$ cat config.mk
export PLATFORM = sky130hd
export DESIGN_NAME = prefix_adder
export DESIGN_NICKNAME = d
export VERILOG_FILES = /design/src/rtl/prefix_pkg.sv /design/src/rtl/pp_pair_gen.sv /design/src/rtl/pp_cell.sv /design/src/rtl/pp_tree.sv /design/src/rtl/pp_sum.sv /design/src/rtl/prefix_adder.sv
export SDC_FILE = /design/constraint.sdc
export NUM_CORES = 1
export LEC_CHECK = 0
export BUFFER_PORTS_ARGS = -buffer_cell sky130_fd_sc_hd__buf_2
export CORE_MARGIN = 3
export CORE_UTILIZATION = 46
export DETAILED_ROUTE_END_ITERATION = 7
export PLACE_DENSITY = 0.9
export SYNTH_ARGS = -nofsm -noshare
export SYNTH_HDL_FRONTEND = slang
export SYNTH_SLANG_ARGS = --single-unit
$ cat constraint.sdc
create_clock -name vclk -period 7.7
set_clock_uncertainty 0.2 [all_clocks]
set_input_delay 1.925 -clock vclk [all_inputs]
set_output_delay 1.925 -clock vclk [all_outputs]
set_load 0.01 [all_outputs]
$ cat src/rtl/prefix_pkg.sv
package prefix_pkg;

   typedef enum int {
      TOPO_SPARSE = 0,
      TOPO_DENSE  = 1,
      TOPO_HYBRID = 2
   } topo_e;

   // number of prefix levels for a shape over 2**k positions
   function automatic int topo_levels(topo_e t, int k);
      case (t)
         TOPO_SPARSE: return 2 * k - 2;
         TOPO_DENSE:  return k;
         default:     return k + 1;
      endcase
   endfunction

   // index of the lower span merged into position i at level lvl, or -1 to pass through
   function automatic int lower_index(topo_e t, int k, int lvl, int i);
      int stride;
      int half;
      int dn;
      case (t)
         TOPO_DENSE: begin
            stride = 1 << (lvl - 1);
            if (i >= stride) return i - stride;
            return -1;
         end
         TOPO_SPARSE: begin
            if (lvl <= k) begin
               stride = 1 << lvl;
               if (((i + 1) % stride) == 0) return i - (stride / 2);
            end
            dn = 2 * k - 2 - lvl;
            if (dn >= 0 && dn <= k - 2) begin
               half = 1 << dn;
               if (((i + 1) % (2 * half)) == half && i >= 2 * half) return i - half;
            end
            return -1;
         end
         default: begin
            if (lvl == 1) begin
               if ((i % 2) == 1) return i - 1;
               return -1;
            end
            if (lvl == k + 1) begin
               if ((i % 2) == 0 && i >= 2) return i - 1;
               return -1;
            end
            stride = 1 << (lvl - 1);
            if ((i % 2) == 1 && i >= stride + 1) return i - stride;
            return -1;
         end
      endcase
   endfunction

   // cells actually placed by the rules above
   function automatic int topo_cells(topo_e t, int k);
      int n;
      n = 0;
      for (int lv = 1; lv <= topo_levels(t, k); lv++)
         for (int i = 0; i < (1 << k); i++)
            if (lower_index(t, k, lv, i) >= 0) n++;
      return n;
   endfunction

   // deepest level that holds at least one cell
   function automatic int topo_depth(topo_e t, int k);
      int d;
      d = 0;
      for (int lv = 1; lv <= topo_levels(t, k); lv++)
         for (int i = 0; i < (1 << k); i++)
            if (lower_index(t, k, lv, i) >= 0) d = lv;
      return d;
   endfunction

   // closed-form cell budget for each shape
   function automatic int expected_cells(topo_e t, int k);
      int n;
      n = 1 << k;
      case (t)
         TOPO_SPARSE: return 2 * n - 2 - k;
         TOPO_DENSE:  return n * k - n + 1;
         default:     return (n * k) / 2;
      endcase
   endfunction

endpackage

$ cat src/rtl/pp_pair_gen.sv
module pp_pair_gen #(
   parameter int W = 16
) (
   input  logic [W-1:0] a_i,
   input  logic [W-1:0] b_i,
   input  logic         cin_i,
   output logic [W-1:0] gen_o,
   output logic [W-1:0] prop_o
);

   logic [W-1:0] gen_raw;

   assign gen_raw = a_i & b_i;
   assign prop_o  = a_i ^ b_i;

   // carry-in acts as a generate below bit 0, folded into bit 0
   always_comb begin
      gen_o    = gen_raw;
      gen_o[0] = gen_raw[0] | (prop_o[0] & cin_i);
   end

endmodule

$ cat src/rtl/pp_cell.sv
module pp_cell (
   input  logic g_hi,
   input  logic p_hi,
   input  logic g_lo,
   input  logic p_lo,
   output logic g_o,
   output logic p_o
);

   // higher span wins unless it passes the lower span's carry through
   assign g_o = g_hi | (g_lo & p_hi);
   assign p_o = p_lo & p_hi;

endmodule

$ cat src/rtl/pp_tree.sv
module pp_tree #(
   parameter int                 W    = 16,
   parameter prefix_pkg::topo_e  TOPO = prefix_pkg::TOPO_SPARSE
) (
   input  logic [W-1:0] gen_i,
   input  logic [W-1:0] prop_i,
   output logic [W-1:0] grp_gen_o
);

   localparam int K  = $clog2(W);
   localparam int NL = prefix_pkg::topo_levels(TOPO, K);
   localparam int NC = prefix_pkg::topo_cells(TOPO, K);
   localparam int NE = prefix_pkg::expected_cells(TOPO, K);
   localparam int ND = prefix_pkg::topo_depth(TOPO, K);

   // elaboration-time legality of width and shape
   if (W != (1 << K) || K < 2) begin : g_bad_width
      $error("pp_tree: width must be a power of two of at least 4");
   end
   if (NC != NE) begin : g_bad_cells
      $error("pp_tree: cell count does not match the selected shape");
   end
   if (ND != NL) begin : g_bad_levels
      $error("pp_tree: level count does not match the selected shape");
   end

   logic [W-1:0] gl [0:NL];
   logic [W-1:0] pl [0:NL];

   assign gl[0] = gen_i;
   assign pl[0] = prop_i;

   for (genvar lv = 1; lv <= NL; lv++) begin : g_level
      for (genvar i = 0; i < W; i++) begin : g_pos
         localparam int LO = prefix_pkg::lower_index(TOPO, K, lv, i);
         if (LO >= 0) begin : g_cell
            pp_cell u_cell (
               .g_hi (gl[lv-1][i]),
               .p_hi (pl[lv-1][i]),
               .g_lo (gl[lv-1][LO]),
               .p_lo (pl[lv-1][LO]),
               .g_o  (gl[lv][i]),
               .p_o  (pl[lv][i])
            );
         end else begin : g_pass
            assign gl[lv][i] = gl[lv-1][i];
            assign pl[lv][i] = pl[lv-1][i];
         end
      end
   end

   assign grp_gen_o = gl[NL];

   // every final span [0,i] propagates exactly when all its bits do
   logic span_run;
   always_comb begin
      span_run = 1'b1;
      for (int i = 0; i < W; i++) begin
         span_run = span_run & prop_i[i];
         a_r4_span_propagate: assert (pl[NL][i] == span_run)
            else $error("a_r4_span_propagate: span propagate wrong at %0d", i);
      end
   end

endmodule

$ cat src/rtl/pp_sum.sv
module pp_sum #(
   parameter int W = 16
) (
   input  logic [W-1:0] prop_i,
   input  logic [W-1:0] grp_gen_i,
   input  logic         cin_i,
   output logic [W-1:0] sum_o,
   output logic         cout_o
);

   logic [W-1:0] carry;

   // carry into bit i is the group generate of span [0,i-1]
   assign carry  = {grp_gen_i[W-2:0], cin_i};
   assign sum_o  = prop_i ^ carry;
   assign cout_o = grp_gen_i[W-1];

endmodule

$ cat src/rtl/prefix_adder.sv
module prefix_adder #(
   parameter int                 W    = 16,
   parameter prefix_pkg::topo_e  TOPO = prefix_pkg::TOPO_SPARSE
) (
   input  logic [W-1:0] op_a,
   input  logic [W-1:0] op_b,
   input  logic         c_in,
   output logic [W-1:0] sum_o,
   output logic         c_out
);

   logic [W-1:0] gen_bits;
   logic [W-1:0] prop_bits;
   logic [W-1:0] grp_gen;

   pp_pair_gen #(.W(W)) u_pairs (
      .a_i    (op_a),
      .b_i    (op_b),
      .cin_i  (c_in),
      .gen_o  (gen_bits),
      .prop_o (prop_bits)
   );

   pp_tree #(.W(W), .TOPO(TOPO)) u_tree (
      .gen_i     (gen_bits),
      .prop_i    (prop_bits),
      .grp_gen_o (grp_gen)
   );

   pp_sum #(.W(W)) u_sum (
      .prop_i    (prop_bits),
      .grp_gen_i (grp_gen),
      .cin_i     (c_in),
      .sum_o     (sum_o),
      .cout_o    (c_out)
   );

   // arithmetic cross-check against the prefix result
   logic [W:0] ref_total;
   always_comb begin
      ref_total = {1'b0, op_a} + {1'b0, op_b} + {{W{1'b0}}, c_in};
      a_r1_sum_value: assert (sum_o == ref_total[W-1:0])
         else $error("a_r1_sum_value: sum mismatch");
      a_r2_carry_out: assert (c_out == ref_total[W])
         else $error("a_r2_carry_out: carry-out mismatch");
      if (op_a == '0 && op_b == '0) begin
         a_r3_cin_alone: assert (sum_o == {{(W-1){1'b0}}, c_in} && !c_out)
            else $error("a_r3_cin_alone: carry-in not passed to sum");
      end
      if ((op_a ^ op_b) == '1 && (op_a & op_b) == '0) begin
         a_r4_full_chain: assert (c_out == c_in && sum_o == {W{~c_in}})
            else $error("a_r4_full_chain: full-length propagate wrong");
      end
   end

endmodule

; Word-level counts from Yosys, hierarchy flattened
; Index checks and enable logic that the tools add are counted.
[classes]
bitwise_logic = 68
[ops]
columns = op, n
row1 = 1-bit bitwise AND, 38
row2 = 16-bit XOR, 2
row3 = 1-bit bitwise OR, 27
row4 = 16-bit bitwise AND, 1
[word_totals]
wordCells = 68
inputBits = 33
ff_bits = 0
out_inout_bits = 17

; Longest topological paths before layout
; Gate-level depths: netlist of the first run.
[logic_depth]
ltp_word = 16
ltp_mapped = 8
depth_no_buf = 8

; Modules after synthesis
; A second synthesis of the first run with hierarchy kept.
[unflattened]
cells_unflattened = 102
hier_area_um2 = 833.3
[modules_own_cells]
columns = mod, n_inst, seq_area_each_um2, cells_per_inst, area_each_um2
row1 = pp_cell, 26, 0.0, 2, 13.8
row2 = pp_pair_gen, 1, 0.0, 17, 207.7
row3 = pp_sum, 1, 0.0, 17, 147.6
row4 = pp_tree, 1, 0.0, 16, 120.1

; Worst setup path after synthesis of the first run
; OpenSTA, ideal clock, no wires.
[synth_timing]
kind = in2out
startpoint = in op_a[0]
endpoint = out sum_o[15]
t_arrival_ns = 4.085
required_ns = 5.575
cell_stages = 8
setup_slack_ns = 1.490
path_buffers = 0
cell_sequence = fa_1 > fa_1 > a211oi_2 > o211ai_2 > a41oi_2 > a21oi_1 > fa_1 > xor2_1
[synth_between]
elab_chain_len = 16
word_cells_on_any_way = 17
classes_between = bitwise: 17
[synth_lines]
columns = item, line_no
row1 = start: declaration, prefix_adder.sv:5  ; input logic [W-1:0] op_a,
row2 = 16-bit XOR, pp_pair_gen.sv:14  ; assign prop_o = a_i ^ b_i;
row3 = 1-bit bitwise AND, pp_pair_gen.sv:19  ; gen_o[0] = gen_raw[0] | (prop_o[0] & cin_i);
row4 = 1-bit bitwise OR *, pp_pair_gen.sv:19
row5 = 1-bit bitwise AND *, pp_cell.sv:11  ; assign g_o = g_hi | (g_lo & p_hi);
row6 = 1-bit bitwise OR *, pp_cell.sv:11
row7 = 1-bit bitwise AND *, pp_cell.sv:11
row8 = 1-bit bitwise OR *, pp_cell.sv:11
row9 = 1-bit bitwise AND *, pp_cell.sv:11
row10 = 1-bit bitwise OR *, pp_cell.sv:11
row11 = 1-bit bitwise AND *, pp_cell.sv:11
row12 = 1-bit bitwise OR *, pp_cell.sv:11
row13 = 1-bit bitwise AND *, pp_cell.sv:11
row14 = 1-bit bitwise OR *, pp_cell.sv:11
row15 = 1-bit bitwise AND *, pp_cell.sv:11
row16 = 1-bit bitwise OR *, pp_cell.sv:11
row17 = 16-bit XOR *, pp_sum.sv:15  ; assign sum_o = prop_i ^ carry;
row18 = end: declaration, prefix_adder.sv:8  ; output logic [W-1:0] sum_o,
; Every way passes the cells marked *; elsewhere a longest branch is shown, timed or not.

; Worst setup path in the final report of the first run
; Same ends and word-level chain as after synthesis.

==> metrics.txt, run 1 <==
placed instance area=933 sq um; cells along the critical path=buf_2 -> fa_1 -> fa_1 -> a211oi_2 -> o211ai_2 -> a41oi_2 -> a21oi_1 -> fa_1 -> xor2_1 -> buf_2; via count=709; Routed wire per std cell=11.4 um; outcome=complete, no violations; Worst Path Class, Setup=in -> out; Critical Path Source=op_a[0]; # port buffers=50; global routing usage on met3=2.07%; Unique masters post-synth=20; met1 usage=18.9%; Core Rows=13; FF/Latch Area=0 sq um; fmax=153 MHz; final global-route overflow total=0; Syn Area/Cell=9.10 sq um; largest net degree at the start of global routing=5; clkbuf count=0; GRT Util Overall=17.3%; Routed Wire Length=1.57 mm; RSZ-0062 raised after global routing=false; Worst VDD drop=0.0504 mV; crit end category=output port; HP Class=in -> out; Initial Util=49.8%; Mapped Cells=73; DR iter-0 viols=2; Slowest-stage cell, CP=fa_1; Slew Limit Fails=0; # diodes=0; sequential cells=0; yosys warns=0; vias in the first global route=725; Post-route DRC=0; Routed Antenna Nets=0; Final period util=84.7%; initial antenna violation count=0; CP arrival=4.40 ns; first-pass GRT wire length=2.70 mm; post-synth design cell area=664 sq um; Critical Path Sink=sum_o[15]; min Tclk post-route=6.52 ns; Hold Violations, Final=0; final net count=181; Chip Height=44.0 um; Area contributors post-synth=fa_1, ha_1, inv_1; gp weighted congestion=0.742; final setup fails=0; final instance area=933 sq um; Syn Nets=129; Vias per Instance=5.14; post-synthesis sequential area ratio=0%; gr busiest metal=met2; DIE AREA=1940 sq um; total chip power=0.0848 mW; PostCTS Resize Cnt=0; Worst-Margin Slew=0.343 ns; Yosys top cell area share=27.1%; Most common cell on crit path=fa_1; first-pass detailed-route iteration total=4; post-CTS repair timing setup buffer count=0; Core ar.=1330 sq um; Min-Delay Startpoint=c_in; post-layout util=70.0%; slowest stage delay, CP=0.43 ns; Pleak=0.534 nW; crit start category=input port; critical path fanouts, max=3; area leader, netlist=fa_1; Hold Buf Count CTS=0; Worst EP required=5.58 ns; max-cap viol count=0; Top Ports=50; Synth-to-Final Area Change=40.5%; layout cells sized above 1=44.7%; Slew HR=76.9%; Die Wd=44.0 um; met2 Track Usage GR=35.2%; Power Density=90.9 nW/um^2; setup tns final=0 ns; Hold WS=4.00 ns; post-DP HPWL=1.52 mm
## per-stage QoR
stage | std cells | setup WS [ns]
2_1_floorplan | 73 | 1.49
3_3_place_gp | 138 | 1.29
3_5_place_dp | 138 | 1.17
4_1_cts | 138 | 1.17
5_1_grt | 138 | 1.04
6_report | 138 | 1.18
## critical path, delay by kind of cell
| family | cells | cell delay, ns |
|---|---|---|
| buf+inv | 2 | 0.27 |
| compound gates | 4 | 0.78 |
| xor+xnor | 1 | 0.19 |
| fa+ha+maj | 3 | 1.25 |
## per-layer routing
metal / up-vias / routed length (um) / share of wire [%]
met5: - / 0 / 0
met4: 0 / 22 / 1.4
met3: 4 / 144 / 9.2
met2: 32 / 883 / 56
met1: 323 / 521 / 33
li1: 350 / - / -
## final cells by class
cell class,instances,area (sq um)
inverters,14,52.6
multi-input cells,59,612
repair buffers,50,250
well taps,15,18.8
fillers,112,400
## worst min-delay path by stage
| stage | endpoint | slack (ns) | cells after the start |
|---|---|---|---|
| 5_1_grt | sum_o[0] | 4.02 | 3 |
| 3_3_place_gp | sum_o[0] | 4.00 | 3 |
| 3_5_place_dp | sum_o[0] | 3.99 | 3 |
| 2_1_floorplan | sum_o[0] | 3.84 | 1 |
| 4_1_cts | sum_o[0] | 4.00 | 3 |
| 6_report | sum_o[0] | 4.00 | 3 |
## Yosys cell counts, drive strengths merged
cell,instances
xor2,3
inv,14
ha,14
nand2,3
o21ai,3
a22oi,1
xnor2,4
a21oi,6
nor3,1
o21a,2
nand3,1
and2,1
o211ai,3
a211oi,2
a21o,2
a41oi,1
fa,9
nor2,3
## layout by cell type (no fill, tap or decap), types with 3 or more instances in the layout
cell type / n
a21oi_1: 6
o21ai_0: 3
ha_1: 14
nor2_1: 3
nand2_1: 3
xor2_1: 3
fa_1: 9
inv_1: 14
buf_2: 50
xnor2_1: 4
## cells by family (layout without fill, tap and decap cells)
family,after synthesis,after routing,share of synthesized area [%]
adders and majority gates,23,23,53.5
xor gates and xnor gates,7,7,9.23
buffers and inverters,14,64,7.91
AOI/OAI and AO/OA,20,20,23.5
and+or+nand+nor,9,9,5.84
## power breakdown
part | internal (mW) | switching, mW
clock | 0 | 0
combinational | 0.0401 | 0.0447
sequential | 0 | 0
total | 0.0401 | 0.0447
No activity file was read; power rests on OpenSTA's default activity.
==> run 2, diff against run 1 <==
CORE_UTILIZATION = 39   (was 46)
PLACE_DENSITY = 0.81   (was 0.9)
clock period = 5.6 ns   (was 7.7 ns; I/O delays follow)
==> metrics.txt, run 2 (synthesized netlist as in run 1, its figures left out) <==
outcome=complete, no violations; setup tns final=0 ns (unchanged); max-cap viol count=0 (unchanged); combinational power share=100.0% (about the same); critical path fanouts, max=3 (unchanged); crit start category=input port; DR iter-0 viols=2 (unchanged); crit end category=output port; RSZ-0062 raised after global routing=false; CP arrival=3.81 ns (-0.59 ns); Psw=0.0605 mW (+35%); Final period util=96.6%; Worst VDD drop=0.0729 mV (+45%); final net count=181 (unchanged); # port buffers=50 (unchanged); met1 usage=16.1% (-2.9 points); Worst-Margin Slew=0.298 ns (-0.0451 ns); FF/Latch Area=0 sq um (unchanged); Core Rows=14 (+1); final instance area=935 sq um (+0.13%); Pleak=0.534 nW (unchanged); min Tclk post-route=5.41 ns; layout cells sized above 1=44.7% (unchanged); sequential cells=0 (unchanged); first-pass detailed-route iteration total=2 (-2); initial antenna violation count=0 (unchanged); Chip Height=47.3 um (+7.4%); final setup fails=0 (unchanged); Routed wire per std cell=10.7 um (-5.9%); # diodes=0 (unchanged); vias in the first global route=654 (-9.8%); Worst EP required=4.00 ns (-1.58 ns); met2 Track Usage GR=28.1% (-7.1 points); final global-route overflow total=0 (unchanged); PostCTS Resize Cnt=0 (unchanged); post-layout util=60.0% (-10 points); fill count=141 (+26%); Setup WS pre-CTS=0.153 ns (-1.02 ns); area taken by multi-input logic gates=612 sq um (unchanged); gp weighted congestion=0.693 (-6.6%); Synth-to-Final Area Change=40.7%; placed instance area=935 sq um (+0.13%); Setup WS post-layout=0.191 ns (-0.986 ns); Initial Util=42.6% (-7.2 points); global routing usage on met3=1.15% (-0.93 points); post-route insts no fill=139 (+0.72%); Routed Wire Length=1.49 mm (-5.2%); post-DP HPWL=1.46 mm (-3.8%); clock share of power=0% (unchanged); DIE AREA=2230 sq um (+15%); Power Density=124 nW/um^2 (+36%); most common cell after layout, fill and taps aside=buf_2; Worst Path Class, Setup=in -> out; via count=717 (+1.1%); HP Class=in -> out; Slowest-stage cell, CP=fa_1; GRT Util Overall=13.8% (-3.5 points); post-CTS repair timing setup buffer count=0 (unchanged); Routed Antenna Nets=0 (unchanged); largest net degree at the start of global routing=5 (unchanged); cells along the critical path=buf_2 -> fa_1 -> fa_1 -> a211oi_2 -> o211ai_2 -> a41oi_2 -> a21oi_1 -> fa_1 -> xor2_1 -> buf_2; Sequential Power Share=0% (unchanged); switching part of the total=52.3% (-0.44 points); Core ar.=1560 sq um (+17%); first-pass GRT wire length=2.42 mm (-11%); P_int=0.0552 mW (+38%); Hold Violations, Final=0 (unchanged); gr busiest metal=met2; fmax=185 MHz; Top Ports=50 (unchanged); clkbuf count=0 (unchanged); Post-route DRC=0 (unchanged); most frequent cells in the layout=buf_2, inv_1, ha_1; Hold Buf Count CTS=0 (unchanged); Slew Limit Fails=0 (unchanged); slowest stage delay, CP=0.42 ns (about the same); Vias per Instance=5.16 (+0.40%); Die Wd=47.3 um (+7.4%); Most common cell on crit path=fa_1; Hold Crit Depth=3 (unchanged); Cells after DPL=139 (+0.72%); Slew HR=80.0% (+3.0 points)
-- run 2: final cells by class --
class | instances | area share (%)
inverter | 14 | 5.62
timing repair buffer | 50 | 26.8
multi-input combinational | 59 | 65.5
tap | 16 | 2.14
-- run 2: per-stage QoR --
step	hold WS (ns)	power, mW
2_1_floorplan	2.79	0.0729
3_3_place_gp	2.95	0.114
3_5_place_dp	2.95	0.117
4_1_cts	2.96	0.118
5_1_grt	3.00	0.132
6_report	2.95	0.116
-- run 2: critical path, delay by kind of cell --
kind                       cells  cell delay [ns]
adders and majority gates      3             1.22
buffers and inverters          2             0.25
xor gates and xnor gates       1             0.17
AOI/OAI and AO/OA              4             0.78
-- run 2: power by group through the flow --
stage	Sequential [mW]	Clock (mW)	Combinational, mW
finish	0	0	0.116
global route	0	0	0.132
CTS	0	0	0.118
detailed placement	0	0	0.117
global placement	0	0	0.114
floorplan	0	0	0.0729
-- run 2: metal layers --
metal | routed length, um | share of wire (%)
met1 | 560 | 38
met3 | 127 | 8.5
met2 | 803 | 54
met5 | 0 | 0
met4 | 0 | 0
-- run 2: worst paths after layout --
path,start,endpoint,slack (ns)
setup / recovery,op_a[0],sum_o[15],0.19
hold / removal,c_in,sum_o[0],2.95
